### src/rtl/l1irq_pkg.sv
package l1irq_pkg;

    localparam int WORD_W = 32;

    // Kind of register targeted by a bus address.
    typedef enum logic [1:0] {
        ACC_NONE   = 2'd0,
        ACC_ENABLE = 2'd1,
        ACC_STATUS = 2'd2
    } acc_kind_e;

    // Decoded bus request: which CPU window, which 32-line group, which kind.
    typedef struct packed {
        acc_kind_e   kind;
        logic [7:0]  cpu;
        logic [7:0]  grp;
    } acc_req_t;

    function automatic bit lines_legal(int n);
        return (n == 32) || (n == 64) || (n == 128);
    endfunction

    function automatic int groups_of(int n);
        return n / WORD_W;
    endfunction

    function automatic int bits_for(int n);
        return (n > 1) ? $clog2(n) : 1;
    endfunction

endpackage

### src/rtl/l1irq_addr_dec.sv
module l1irq_addr_dec
    import l1irq_pkg::*;
#(
    parameter int NUM_LINES = 128,
    parameter int NUM_CPUS  = 2,
    parameter int ADDR_W    = 12
) (
    input  logic [ADDR_W-1:0] addr,
    output acc_req_t          req
);
    localparam int GROUPS    = groups_of(NUM_LINES);
    localparam int WIDX_BITS = $clog2(2 * GROUPS);
    localparam int CPU_BITS  = bits_for(NUM_CPUS);
    localparam int USED_BITS = 2 + WIDX_BITS + CPU_BITS;

    logic [WIDX_BITS-1:0] widx;
    logic [CPU_BITS-1:0]  cidx;
    logic                 upper_zero;
    logic                 unused_lsb;

    assign unused_lsb = ^addr[1:0];
    assign widx       = addr[2 +: WIDX_BITS];
    assign cidx       = addr[2 + WIDX_BITS +: CPU_BITS];

    generate
        if (ADDR_W > USED_BITS) begin : g_upper
            assign upper_zero = (addr[ADDR_W-1:USED_BITS] == '0);
        end else begin : g_no_upper
            assign upper_zero = 1'b1;
        end
    endgenerate

    always_comb begin
        req.kind = ACC_NONE;
        req.cpu  = 8'(cidx);
        req.grp  = 8'd0;
        if (upper_zero && (int'(cidx) < NUM_CPUS)) begin
            if (int'(widx) < GROUPS) begin
                req.kind = ACC_ENABLE;
                req.grp  = 8'(widx);
            end else begin
                req.kind = ACC_STATUS;
                req.grp  = 8'(int'(widx) - GROUPS);
            end
        end
    end

endmodule

### src/rtl/l1irq_cpu_bank.sv
module l1irq_cpu_bank
    import l1irq_pkg::*;
#(
    parameter int NUM_LINES = 128
) (
    input  logic                            clk,
    input  logic                            rst,
    input  logic                            wr_en,
    input  logic [bits_for(NUM_LINES/32)-1:0] wr_grp,
    input  logic [WORD_W-1:0]               wr_data,
    input  logic [NUM_LINES-1:0]            irq_lines,
    output logic [NUM_LINES-1:0]            en_q,
    output logic [NUM_LINES-1:0]            status,
    output logic                            irq_out
);
    localparam int GROUPS = groups_of(NUM_LINES);

    generate
        for (genvar g = 0; g < GROUPS; g++) begin : g_word
            always_ff @(posedge clk) begin
                if (rst) begin
                    en_q[g*WORD_W +: WORD_W] <= '0;
                end else if (wr_en && (int'(wr_grp) == g)) begin
                    en_q[g*WORD_W +: WORD_W] <= wr_data;
                end
            end
        end
    endgenerate

    assign status  = irq_lines & en_q;
    assign irq_out = |status;

endmodule

### src/rtl/l1irq_rd_mux.sv
module l1irq_rd_mux
    import l1irq_pkg::*;
#(
    parameter int NUM_LINES = 128,
    parameter int NUM_CPUS  = 2
) (
    input  logic                            clk,
    input  logic                            rst,
    input  logic                            rd_en,
    input  acc_req_t                        req,
    input  logic [NUM_CPUS*NUM_LINES-1:0]   en_all,
    input  logic [NUM_CPUS*NUM_LINES-1:0]   st_all,
    output logic [WORD_W-1:0]               rdata
);
    localparam int GROUPS = groups_of(NUM_LINES);

    logic [WORD_W-1:0] sel_en;
    logic [WORD_W-1:0] sel_st;
    logic [WORD_W-1:0] rd_next;

    always_comb begin
        sel_en = '0;
        sel_st = '0;
        for (int c = 0; c < NUM_CPUS; c++) begin
            for (int g = 0; g < GROUPS; g++) begin
                if ((req.cpu == 8'(c)) && (req.grp == 8'(g))) begin
                    sel_en = en_all[c*NUM_LINES + g*WORD_W +: WORD_W];
                    sel_st = st_all[c*NUM_LINES + g*WORD_W +: WORD_W];
                end
            end
        end
        case (req.kind)
            ACC_ENABLE: rd_next = sel_en;
            ACC_STATUS: rd_next = sel_st;
            default:    rd_next = '0;
        endcase
    end

    always_ff @(posedge clk) begin
        if (rst) begin
            rdata <= '0;
        end else if (rd_en) begin
            rdata <= rd_next;
        end
    end

endmodule

### src/rtl/l1irq_aggr.sv
module l1irq_aggr
    import l1irq_pkg::*;
#(
    parameter int NUM_LINES = 128,
    parameter int NUM_CPUS  = 2,
    parameter int ADDR_W    = 12
) (
    input  logic                 clk,
    input  logic                 rst,
    input  logic                 bus_wr,
    input  logic                 bus_rd,
    input  logic [ADDR_W-1:0]    bus_addr,
    input  logic [31:0]          bus_wdata,
    output logic [31:0]          bus_rdata,
    input  logic [NUM_LINES-1:0] irq_lines,
    output logic [NUM_CPUS-1:0]  cpu_irq
);
    localparam int GROUPS = groups_of(NUM_LINES);
    localparam int GRP_W  = bits_for(GROUPS);

    generate
        if (!lines_legal(NUM_LINES)) begin : g_bad_lines
            $error("l1irq_aggr: NUM_LINES must be 32, 64 or 128");
        end
    endgenerate

    acc_req_t                        req;
    logic [NUM_CPUS*NUM_LINES-1:0]   en_all;
    logic [NUM_CPUS*NUM_LINES-1:0]   st_all;

    l1irq_addr_dec #(
        .NUM_LINES (NUM_LINES),
        .NUM_CPUS  (NUM_CPUS),
        .ADDR_W    (ADDR_W)
    ) u_dec (
        .addr (bus_addr),
        .req  (req)
    );

    generate
        for (genvar c = 0; c < NUM_CPUS; c++) begin : g_cpu
            logic wr_here;
            assign wr_here = bus_wr && (req.kind == ACC_ENABLE) && (req.cpu == 8'(c));

            l1irq_cpu_bank #(
                .NUM_LINES (NUM_LINES)
            ) u_bank (
                .clk       (clk),
                .rst       (rst),
                .wr_en     (wr_here),
                .wr_grp    (req.grp[GRP_W-1:0]),
                .wr_data   (bus_wdata),
                .irq_lines (irq_lines),
                .en_q      (en_all[c*NUM_LINES +: NUM_LINES]),
                .status    (st_all[c*NUM_LINES +: NUM_LINES]),
                .irq_out   (cpu_irq[c])
            );
        end
    endgenerate

    l1irq_rd_mux #(
        .NUM_LINES (NUM_LINES),
        .NUM_CPUS  (NUM_CPUS)
    ) u_rd (
        .clk    (clk),
        .rst    (rst),
        .rd_en  (bus_rd),
        .req    (req),
        .en_all (en_all),
        .st_all (st_all),
        .rdata  (bus_rdata)
    );

endmodule

### config.mk
export PLATFORM = sky130hd
export DESIGN_NAME = l1irq_aggr
export DESIGN_NICKNAME = d
export VERILOG_FILES = /design/src/rtl/l1irq_pkg.sv /design/src/rtl/l1irq_addr_dec.sv /design/src/rtl/l1irq_cpu_bank.sv /design/src/rtl/l1irq_rd_mux.sv /design/src/rtl/l1irq_aggr.sv
export SDC_FILE = /design/constraint.sdc
export NUM_CORES = 1
export LEC_CHECK = 0
export BUFFER_PORTS_ARGS = -buffer_cell sky130_fd_sc_hd__buf_2
export CORE_ASPECT_RATIO = 0.75
export CORE_UTILIZATION = 30
export DETAILED_ROUTE_END_ITERATION = 10
export GPL_ROUTABILITY_DRIVEN = 0
export PLACE_DENSITY = 0.44
export SLEW_MARGIN = 20
export SYNTH_ARGS = -nofsm -noshare
export SYNTH_HDL_FRONTEND = slang
export SYNTH_SLANG_ARGS = --single-unit
### constraint.sdc
create_clock -name clk -period 2.51 [get_ports clk]
set_input_delay 0.251 -clock clk [delete_from_list [all_inputs] [get_ports clk]]
set_output_delay 0.251 -clock clk [all_outputs]
set_load 0.02 [all_outputs]
[Word level (Yosys, flattened, before mapping)]
Cells that the tools add are included.
Word-level totals
  word-level logic and storage cells: 67
  flip-flop bits (word level): 288
Cells by class
  equality and inequality tests: 8
  reductions and logical operators: 25
  mux-type cells: 21
  add/subtract/negate cells: 1
  order comparisons: 1
  bitwise operators: 2
Operators with widths (count)
  2-to-1 mux 32 bit: 16
  AND 128 bit: 2
  OR reduction 128 bit: 2
  one-hot mux 32 bit (2 select lines): 1
  logical AND 1 bit: 19
  equality test 8 x 2 -> 1 bit (second input constant): 2
  zero test 8 bit: 2
  2-to-1 mux 8 bit: 2
  equality test 8 x 1 -> 1 bit (second input constant): 1
  equality test 2 bit (second input constant): 3
  zero test 6 bit: 1
  equality test 2 x 1 -> 1 bit (second input constant): 2
  2-to-1 mux 2 bit: 2
  subtractor 3 x 3 -> 4 bit (second input constant): 1
  < comparator 3 bit (second input constant): 1
  zero test 2 bit: 1

[Depth between registers and ports, before layout]
Gate-level depths: netlist (run 1).
  word-level depth: 14
  depth in mapped cells: 9
  depth with buffers taken out: 5

[Hierarchy]
From an unflattened synthesis (run 1), not the netlist that was laid out.
Unflattened totals
  cells, all modules: 2289
  area total of the unflattened synthesis: 17187.7 um2
By module, submodules not included
  l1irq_cpu_bank: times used 2, seq. area each 2562.5 um2, cells an instance 743, area an instance 5544.1 um2
  l1irq_rd_mux: times used 1, seq. area each 640.6 um2, cells an instance 776, area an instance 5900.7 um2
  l1irq_addr_dec: times used 1, seq. area each 0.0 um2, cells an instance 21, area an instance 152.6 um2
  l1irq_aggr: times used 1, seq. area each 0.0 um2, cells an instance 6, area an instance 46.3 um2

[Worst setup path before layout (run 1)]
No wires, ideal clock.
  path type: input -> register
  start: input bus_addr[11]
  end: register g_cpu[1].u_bank.en_q[65]
  arrival time: 2.112 ns
  buffers on the path: 4
  data required time: 2.378 ns
  library setup time: 0.132 ns
  cell stages on the path: 9
  setup slack: 0.266 ns
  cells stage by stage: or4_4 buf_6 or3_4 buf_6 or3_1 clkbuf_1 buf_2 nand2_1 a21oi_1
On the way
  longest elaborated chain between the ends: 6
RTL lines
  start: declaration: RTL line l1irq_aggr.sv:12  | input logic [ADDR_W-1:0] bus_addr,
  zero test 6 bit (*): RTL line l1irq_addr_dec.sv:27  | assign upper_zero = (addr[ADDR_W-1:USED_BITS] == '0);
  2-to-1 mux 2 bit: RTL line l1irq_addr_dec.sv:37  | if (upper_zero && (int'(cidx) < NUM_CPUS)) begin
  equality test 2 x 1 -> 1 bit: RTL line l1irq_aggr.sv:43  | assign wr_here = bus_wr && (req.kind == ACC_ENABLE) && (req.cpu == 8'(c));
  logical AND 1 bit (2 in series): RTL line l1irq_aggr.sv:43
  logical AND 1 bit (*): RTL line l1irq_cpu_bank.sv:23  | end else if (wr_en && (int'(wr_grp) == g)) begin
  end signal: indexed assignment: RTL line l1irq_cpu_bank.sv:24  | en_q[g*WORD_W +: WORD_W] <= wr_data;
  end: declaration: RTL line l1irq_cpu_bank.sv:12  | output logic [NUM_LINES-1:0] en_q,
Every way passes the cells marked *; elsewhere a longest branch is shown, timed or not.
A chain may end at the register's enable or synchronous reset.

[Worst setup path in the final report (run 1)]
  start: register g_cpu[1].u_bank.en_q[117]
  end: output cpu_irq[1]
On the way
  longest elaborated chain between the ends: 2
RTL lines
  AND 128 bit: RTL line l1irq_cpu_bank.sv:30  | assign status = irq_lines & en_q;
  OR reduction 128 bit: RTL line l1irq_cpu_bank.sv:31  | assign irq_out = |status;
  end: declaration: RTL line l1irq_aggr.sv:16  | output logic [NUM_CPUS-1:0] cpu_irq
No other way between the ends.

==> flow_metrics.env, run 1 <==
export IMPL_outcome="complete, but fails checks"
export IMPL_violations="setup timing"
export IMPL_grt_start_max_net_pins=150
export IMPL_globalRouteTotalUtil_pct=38.7
export IMPL_cp_max_fo=2
export IMPL_synthArstFlopShare_pct=0
export IMPL_synth_common_cells="sky130_fd_sc_hd__nand2_1 (671), sky130_fd_sc_hd__a21oi_1 (381), sky130_fd_sc_hd__dfxtp_1 (288), sky130_fd_sc_hd__clkbuf_1 (160), sky130_fd_sc_hd__o21ai_0 (90)"
export IMPL_dp_final_hpwl_um=79900
export IMPL_gate_count_after_technology_mapping=2330
export IMPL_synth_enable_flop_cells=0
export IMPL_power_net_switching_mw=3.20
export IMPL_ir_drop_v=0.000375
export IMPL_synth_ff_latch_count=288
export IMPL_remaining_drc_errors=0
export IMPL_detail_route_wirelength_um=110000
export IMPL_ff_latch_area_um2=5780
export IMPL_cts_htree_levels=2
export IMPL_worst_hold_path_num_cells=3
export IMPL_floorplan_io_pins=210
export IMPL_final_min_clock_period_ns=2.94
export IMPL_max_cap_violations=0
export IMPL_layout_filler_cells=5573
export IMPL_timing_worst_setup_path_type="register to primary output"
export IMPL_syn_mean_instance_area_um2=7.03
export IMPL_slowest_stage="sky130_fd_sc_hd__dfxtp_2"
export IMPL_num_cts_buffers=35
export IMPL_holdWs_ns=0.00335
export IMPL_cp_cell_sequence="a22o_1 > a221oi_2 > buf_4 > nand4_1 > nor4_2 > buf_4 > nand4_1 > buf_4"
export IMPL_comb_power_share_pct=10.9
export IMPL_route_vias_total=21300
export IMPL_die_height_um=204
export IMPL_timing_critical_path_to_type="primary output"
export IMPL_synthDominantAreaCellType="sky130_fd_sc_hd__dfxtp_1"
export IMPL_finalMaxSlewViolations=0
export IMPL_maxClockFrequency_mhz=340
export IMPL_clock_skew_final_ns=0.0149
export IMPL_die_wd_um=272
export IMPL_rsz0062_at_grt="true"
export IMPL_max_slew_margin_rel_pct=44.0
export IMPL_p_int_mw=8.30
export IMPL_io_buffers=207
export IMPL_clock_path_buffers=3
export IMPL_r2r_cells=6
export IMPL_post_route_cells_drive_above_1_share_pct=21.4
export IMPL_cp_data_arrival_time_ns=2.69
export IMPL_timing_final_setup_violations=2
export IMPL_worst_slew_pin_transition_ns=0.840
export IMPL_cp_data_required_time_ns=2.26
export IMPL_tritoncts="yes"
export IMPL_power_static_leakage_nw=7.26
export IMPL_detail_route_vias_per_cell=6.45
export IMPL_synthesis_nets=2506
export IMPL_swShare_pct=27.8
export IMPL_grt_pass1_vias=19400
export IMPL_final_core_utilization_pct=39.3
export IMPL_worst_skew_pair_late_latency_ns=0.58
export IMPL_synth_area_top_cells="sky130_fd_sc_hd__dfxtp_1 (35%), sky130_fd_sc_hd__nand2_1 (15%), sky130_fd_sc_hd__a21oi_1 (12%)"
export IMPL_dominantRegCellSynth="sky130_fd_sc_hd__dfxtp_1"
export IMPL_synth_seq_area_share_pct=35.2
export IMPL_clkPwrFrac_pct=49.3
export IMPL_std_cell_rows=73
export IMPL_hold_viol=0
export IMPL_area_growth_synth_to_final_pct=28.1
export IMPL_multiInputGateArea_um2=9910
export IMPL_post_layout_total_power_mw=11.5
export IMPL_grt_pass1_wl_um=152000
export IMPL_min_path_type="input port to register"
export IMPL_clk_transition_reported_paths_ns=0.07
export IMPL_cts_root_buffer="sky130_fd_sc_hd__clkbuf_16"
export IMPL_tritoncts_num_sinks=288
export IMPL_grt_overflow_total=0
export IMPL_placed_cells_incl_taps=3232
export IMPL_power_density_nw_per_um2=549
export IMPL_die_area_um2=55500
export IMPL_routedWlPerCell_um=33.4
export IMPL_synth_most_common_cell="sky130_fd_sc_hd__nand2_1"
export IMPL_critical_path_max_stage_delay_ns=0.35
export IMPL_design_final_nets=2738
export IMPL_final_setup_worst_slack_ns=-0.432
export IMPL_grt_antenna_before_repair=6
export IMPL_crit_top_cell="sky130_fd_sc_hd__buf_4"
export IMPL_share_of_the_cycle_needed_by_the_critical_path_after_routing_pct=117
export IMPL_instances_no_fill=3301
export IMPL_detailedRoute_firstPassIterationCount=6
export IMPL_timing_critical_path_from_type="register"
export IMPL_floorplan_core_area_um2=53400
export IMPL_start_util_pct=30.7
export IMPL_post_synth_instance_area_um2=16400
export IMPL_drt_iter0_drc=4023
export IMPL_synth_top_area_share_pct=35.2
export IMPL_fin_setup_tns_ns=-0.814
export IMPL_netlist_cell_type_count=71
export IMPL_route_antenna_remaining_nets=0
export IMPL_seqPwrFrac_pct=39.8
export IMPL_ys_warnings_count=0
state kept, by name, indices dropped and copies added (netlist names):
signal,count
u_rd.rdata,32
g_cpu.u_bank.en_q,256
layer usage:
metal	part of all wire [%]	track usage, %	vias to the layer above
met5	0.025	0	-
met4	5.7	18.4	4
met3	15	13.5	368
met2	39	53.6	1881
met1	40	53.0	10200
li1	-	-	8863
cell type report:
type                       count  area share, %
antenna                        2         0.0239
clock buffer                  53           5.18
clock inverter                 9          0.692
inverter                      17          0.304
multi-input combinational   1804           47.3
sequential                   288           27.6
tap                          712           4.25
timing repair buffer         416           14.7
cell usage in the layout, fill, tap and decap left out, types with 15 or more instances in the layout:
cell type / Yosys / routed
sky130_fd_sc_hd__a2111oi_0: 16 / 16
sky130_fd_sc_hd__buf_12: 0 / 36
sky130_fd_sc_hd__nor2_1: 43 / 38
sky130_fd_sc_hd__nand4_1: 36 / 36
sky130_fd_sc_hd__o221ai_1: 17 / 17
sky130_fd_sc_hd__nor2b_1: 23 / 21
sky130_fd_sc_hd__nand2_1: 671 / 667
sky130_fd_sc_hd__nor3_1: 28 / 22
sky130_fd_sc_hd__buf_2: 45 / 201
sky130_fd_sc_hd__buf_4: 2 / 173
sky130_fd_sc_hd__a22o_1: 23 / 22
sky130_fd_sc_hd__a221oi_1: 30 / 23
sky130_fd_sc_hd__o2bb2ai_1: 15 / 15
sky130_fd_sc_hd__o22ai_1: 32 / 32
sky130_fd_sc_hd__o31ai_1: 16 / 15
sky130_fd_sc_hd__o21ai_0: 90 / 90
sky130_fd_sc_hd__a211oi_1: 20 / 20
sky130_fd_sc_hd__a21oi_1: 381 / 381
sky130_fd_sc_hd__a22oi_1: 63 / 58
sky130_fd_sc_hd__dfxtp_1: 288 / 279
sky130_fd_sc_hd__clkbuf_16: 0 / 37
sky130_fd_sc_hd__nand3_1: 53 / 49
sky130_fd_sc_hd__nand2b_1: 56 / 56
final timing paths:
kind	from	end	slack (ns)
setup reg to reg	g_cpu[0].u_bank.en_q[50]$_SDFFE_PP0P_	u_rd.rdata[18]$_SDFFE_PP0P_	0.90
setup / recovery	g_cpu[1].u_bank.en_q[117]$_SDFFE_PP0P_	cpu_irq[1]	-0.43
hold / removal	bus_wdata[27]	g_cpu[0].u_bank.en_q[59]$_SDFFE_PP0P_	0.003
hold reg to reg	g_cpu[1].u_bank.en_q[111]$_SDFFE_PP0P_	g_cpu[1].u_bank.en_q[111]$_SDFFE_PP0P_	0.47
what timing repair did:
item | 4_1_cts | 5_1_grt
buffers inserted | 0 | 0
endpoints found under the hold margin | 26 | 0
hold buffers | 5 | 0
setup endpoints to repair | 2 | 2
resized for setup | 30 | 11
pin swaps | 12 | 5
through the flow:
stage,worst slack [ns],area [µm²]
floorplan,0.266,16400
global placement,-0.113,19500
detailed placement,-0.0978,19500
CTS,-0.350,20900
global route,-0.427,21000
finish,-0.432,21000
cells by family after synthesis:
logic type,count (synthesis),synth area share (%)
mux,12,0.764
simple gates,971,25.9
flops,288,35.2
buf+inv,238,6.00
compound gates,821,32.2
power groups by stage:
stage / clock network [mW] / logic, mW / registers, mW
detailed placement: 0 / 1.16 / 4.68
global placement: 0 / 1.16 / 4.68
CTS: 5.67 / 1.18 / 4.58
floorplan: 0 / 0.467 / 4.68
finish: 5.68 / 1.26 / 4.57
global route: 5.86 / 1.25 / 4.57
worst max-delay path, delay by kind of cell, from the launching register on:
family	cells	cell delay, ns
AO/OA/AOI/OAI	2	0.44
buffers and inverters	3	0.63
flip-flops	1	0.35
AND/OR/NAND/NOR	3	0.69
(Power assumes the default switching activity.)
==> run 2, diff against run 1 <==
- RECOVER_POWER: unset -> 100
==> run 2 against run 1 <==
  * Hold slack improved by 0.0026 ns
  * Fmax decreased by 1.1%
  * The flow still finishes with violations (setup timing)
  * Highest routed layer unchanged
  * Setup slack got worse by 0.032 ns
  * Register-to-register slack got worse by 0.02 ns
  * Core utilization decreased by 0.40 points
  * Clock power about the same
  * Largest cell class unchanged
  * Routed wire length decreased by 0.19%
  * Count of clock-buffer cells in the layout unchanged
  * Non-clock buffer count unchanged
==> flow_metrics.env, run 2 (synthesized netlist as in run 1, its figures left out) <==
export IMPL_worst_slew_pin_transition_ns=1.19
export IMPL_tritoncts="yes"
export IMPL_final_setup_worst_slack_ns=-0.465
export IMPL_power_static_leakage_nw=7.06
export IMPL_floorplan_io_pins=210
export IMPL_regToRegSetupSlack_ns=0.88
export IMPL_die_area_um2=55500
export IMPL_slowest_stage="sky130_fd_sc_hd__dfxtp_2"
export IMPL_setup_worst_path_start="g_cpu[1].u_bank.en_q[117]$_SDFFE_PP0P_"
export IMPL_detail_route_vias_per_cell=6.42
export IMPL_finalMaxSlewViolations=0
export IMPL_design_final_nets=2738
export IMPL_detailedRoute_firstPassIterationCount=7
export IMPL_worst_skew_pair_late_latency_ns=0.58
export IMPL_drt_iter0_drc=3806
export IMPL_instances_no_fill=3300
export IMPL_cp_cell_sequence="a22o_1 > a221oi_2 > buf_4 > nand4_1 > nor4_2 > buf_4 > nand4_1 > buf_4"
export IMPL_cp_max_fo=2
export IMPL_die_wd_um=272
export IMPL_final_min_clock_period_ns=2.97
export IMPL_io_buffers=207
export IMPL_cp_data_arrival_time_ns=2.72
export IMPL_r2r_cells=6
export IMPL_route_antenna_remaining_nets=0
export IMPL_clock_path_buffers=3
export IMPL_final_common_cell="sky130_fd_sc_hd__nand2_1"
export IMPL_crit_reg2reg_capture="u_rd.rdata[18]$_SDFFE_PP0P_"
export IMPL_largest_reg_flops=256
export IMPL_rsz0062_at_grt="true"
export IMPL_start_util_pct=30.7
export IMPL_comb_power_share_pct=10.8
export IMPL_maxClockFrequency_mhz=336
export IMPL_detail_route_wirelength_um=110000
export IMPL_violations="setup timing"
export IMPL_max_flop_register="g_cpu.u_bank.en_q"
export IMPL_swShare_pct=27.7
export IMPL_timing_final_setup_violations=135
export IMPL_grt_start_max_net_pins=150
export IMPL_grt_overflow_total=0
export IMPL_min_path_type="input port to register"
export IMPL_clock_skew_final_ns=0.0136
export IMPL_mostFrequentLayoutCells="sky130_fd_sc_hd__nand2_1 (667), sky130_fd_sc_hd__a21oi_1 (381), sky130_fd_sc_hd__dfxtp_1 (279)"
export IMPL_post_route_cells_drive_above_1_share_pct=19.7
export IMPL_seqPwrFrac_pct=39.9
export IMPL_critPathCapture="cpu_irq[1]"
export IMPL_area_growth_synth_to_final_pct=26.8
export IMPL_clkPwrFrac_pct=49.3
export IMPL_cts_setup_buffers=0
export IMPL_crit_top_cell="sky130_fd_sc_hd__buf_4"
export IMPL_cts_root_buffer="sky130_fd_sc_hd__clkbuf_16"
export IMPL_cts_htree_levels=2
export IMPL_max_slew_margin_rel_pct=20.4
export IMPL_floorplan_core_area_um2=53400
export IMPL_std_cell_rows=73
export IMPL_dp_final_hpwl_um=79900
export IMPL_timing_worst_setup_path_type="register to primary output"
export IMPL_power_net_switching_mw=3.17
export IMPL_grt_pass1_vias=19400
export IMPL_holdWs_ns=0.00599
export IMPL_globalRouteTotalUtil_pct=38.7
export IMPL_critical_path_max_stage_delay_ns=0.35
export IMPL_tritoncts_num_sinks=288
export IMPL_clk_transition_reported_paths_ns=0.06
export IMPL_share_of_the_cycle_needed_by_the_critical_path_after_routing_pct=119
export IMPL_max_cap_violations=0
export IMPL_routedWlPerCell_um=33.4
export IMPL_outcome="complete, but fails checks"
export IMPL_p_int_mw=8.30
export IMPL_die_height_um=204
export IMPL_num_cts_buffers=35
export IMPL_cp_data_required_time_ns=2.26
export IMPL_hold_viol=0
export IMPL_top_regs="g_cpu.u_bank.en_q (256), u_rd.rdata (32)"
export IMPL_remaining_drc_errors=0
export IMPL_grt_antenna_before_repair=6
export IMPL_ir_drop_v=0.000373
export IMPL_power_density_nw_per_um2=553
export IMPL_timing_critical_path_to_type="primary output"
export IMPL_timing_critical_path_from_type="register"
export IMPL_route_vias_total=21200
export IMPL_placed_cells_incl_taps=3232
export IMPL_r2r_start="g_cpu[0].u_bank.en_q[50]$_SDFFE_PP0P_"
export IMPL_grt_pass1_wl_um=152000
export IMPL_post_layout_total_power_mw=11.5
run 2: cell types whose count changed in the layout (fill, tap and decap cells not counted), moves of 2 or more:
cell and change:
sky130_fd_sc_hd__clkbuf_2 +9, sky130_fd_sc_hd__nor3_1 +2, sky130_fd_sc_hd__buf_4 -12, sky130_fd_sc_hd__buf_12 -7
sky130_fd_sc_hd__nor3_2 -2, sky130_fd_sc_hd__clkbuf_4 +4, sky130_fd_sc_hd__clkbuf_1 +38, sky130_fd_sc_hd__buf_2 -32
run 2: power by group through the flow:
stage	Combinational (mW)	Sequential [mW]	Clock, mW
2_1_floorplan	0.467	4.68	0
3_3_place_gp	1.16	4.68	0
3_5_place_dp	1.16	4.68	0
4_1_cts	1.18	4.58	5.67
5_1_grt	1.24	4.57	5.86
6_report	1.24	4.57	5.65
run 2: area by class of cell:
| class | instances | area (µm²) |
|---|---|---|
| Fill cell | 5611 | 32700 |
| Timing Repair Buffer | 416 | 2920 |
| Multi-Input combinational cell | 1804 | 9880 |
| Clock buffer | 53 | 1090 |
| Sequential cell | 288 | 5780 |
| Clock inverter | 9 | 145 |
| Inverter | 17 | 63.8 |
| Antenna cell | 1 | 2.50 |
| Tap cell | 712 | 891 |
run 2: per-layer routing:
metal,part of all wire [%],GRT usage (%),routed length (µm),up-vias
li1,-,-,-,8857
met1,39,53.0,43500,10200
met2,39,53.6,43100,1805
met3,16,13.5,17300,352
met4,5.7,18.4,6260,4
met5,0.030,0,33,-
run 2: what timing repair did:
action,CTS,global route
hold buffers,5,0
gates cloned,0,0
pin swaps,12,5
endpoints found under the hold margin,26,0
endpoints found under the setup margin,2,2
gates resized for setup,30,11
run 2: worst max-delay path: cells and delay by family (launching register included):
kind	cells	cell delay, ns
buffers and inverters	3	0.64
AND/OR/NAND/NOR	3	0.73
AO/OA/AOI/OAI	2	0.43
flip-flops	1	0.35
run 2: worst min-delay path by stage:
stage	from	endpoint	slack, ns	depth (start not counted)
after detailed placement	g_cpu[0].u_bank.en_q[10]$_SDFFE_PP0P_	g_cpu[0].u_bank.en_q[10]$_SDFFE_PP0P_	0.46	2
after floorplan	g_cpu[1].u_bank.en_q[25]$_SDFFE_PP0P_	g_cpu[1].u_bank.en_q[25]$_SDFFE_PP0P_	0.44	2
after global routing	bus_wdata[16]	g_cpu[0].u_bank.en_q[80]$_SDFFE_PP0P_	0.02	3
final	bus_wdata[16]	g_cpu[0].u_bank.en_q[80]$_SDFFE_PP0P_	0.006	3
after CTS	bus_wdata[10]	g_cpu[0].u_bank.en_q[10]$_SDFFE_PP0P_	0.0004	3
after global placement	g_cpu[1].u_bank.en_q[98]$_SDFFE_PP0P_	g_cpu[1].u_bank.en_q[98]$_SDFFE_PP0P_	0.45	2
run 2: stage by stage:
step	util (%)	setup WS, ns	setup TNS [ns]	cell area [µm²]
after detailed placement	36.5	-0.0978	-0.147	19500
after global routing	38.9	-0.427	-13.59	20800
after floorplan	-	0.266	0	16400
after CTS	39.1	-0.350	-0.696	20900
final	38.9	-0.465	-11.57	20800
after global placement	36.5	-0.113	-0.284	19500
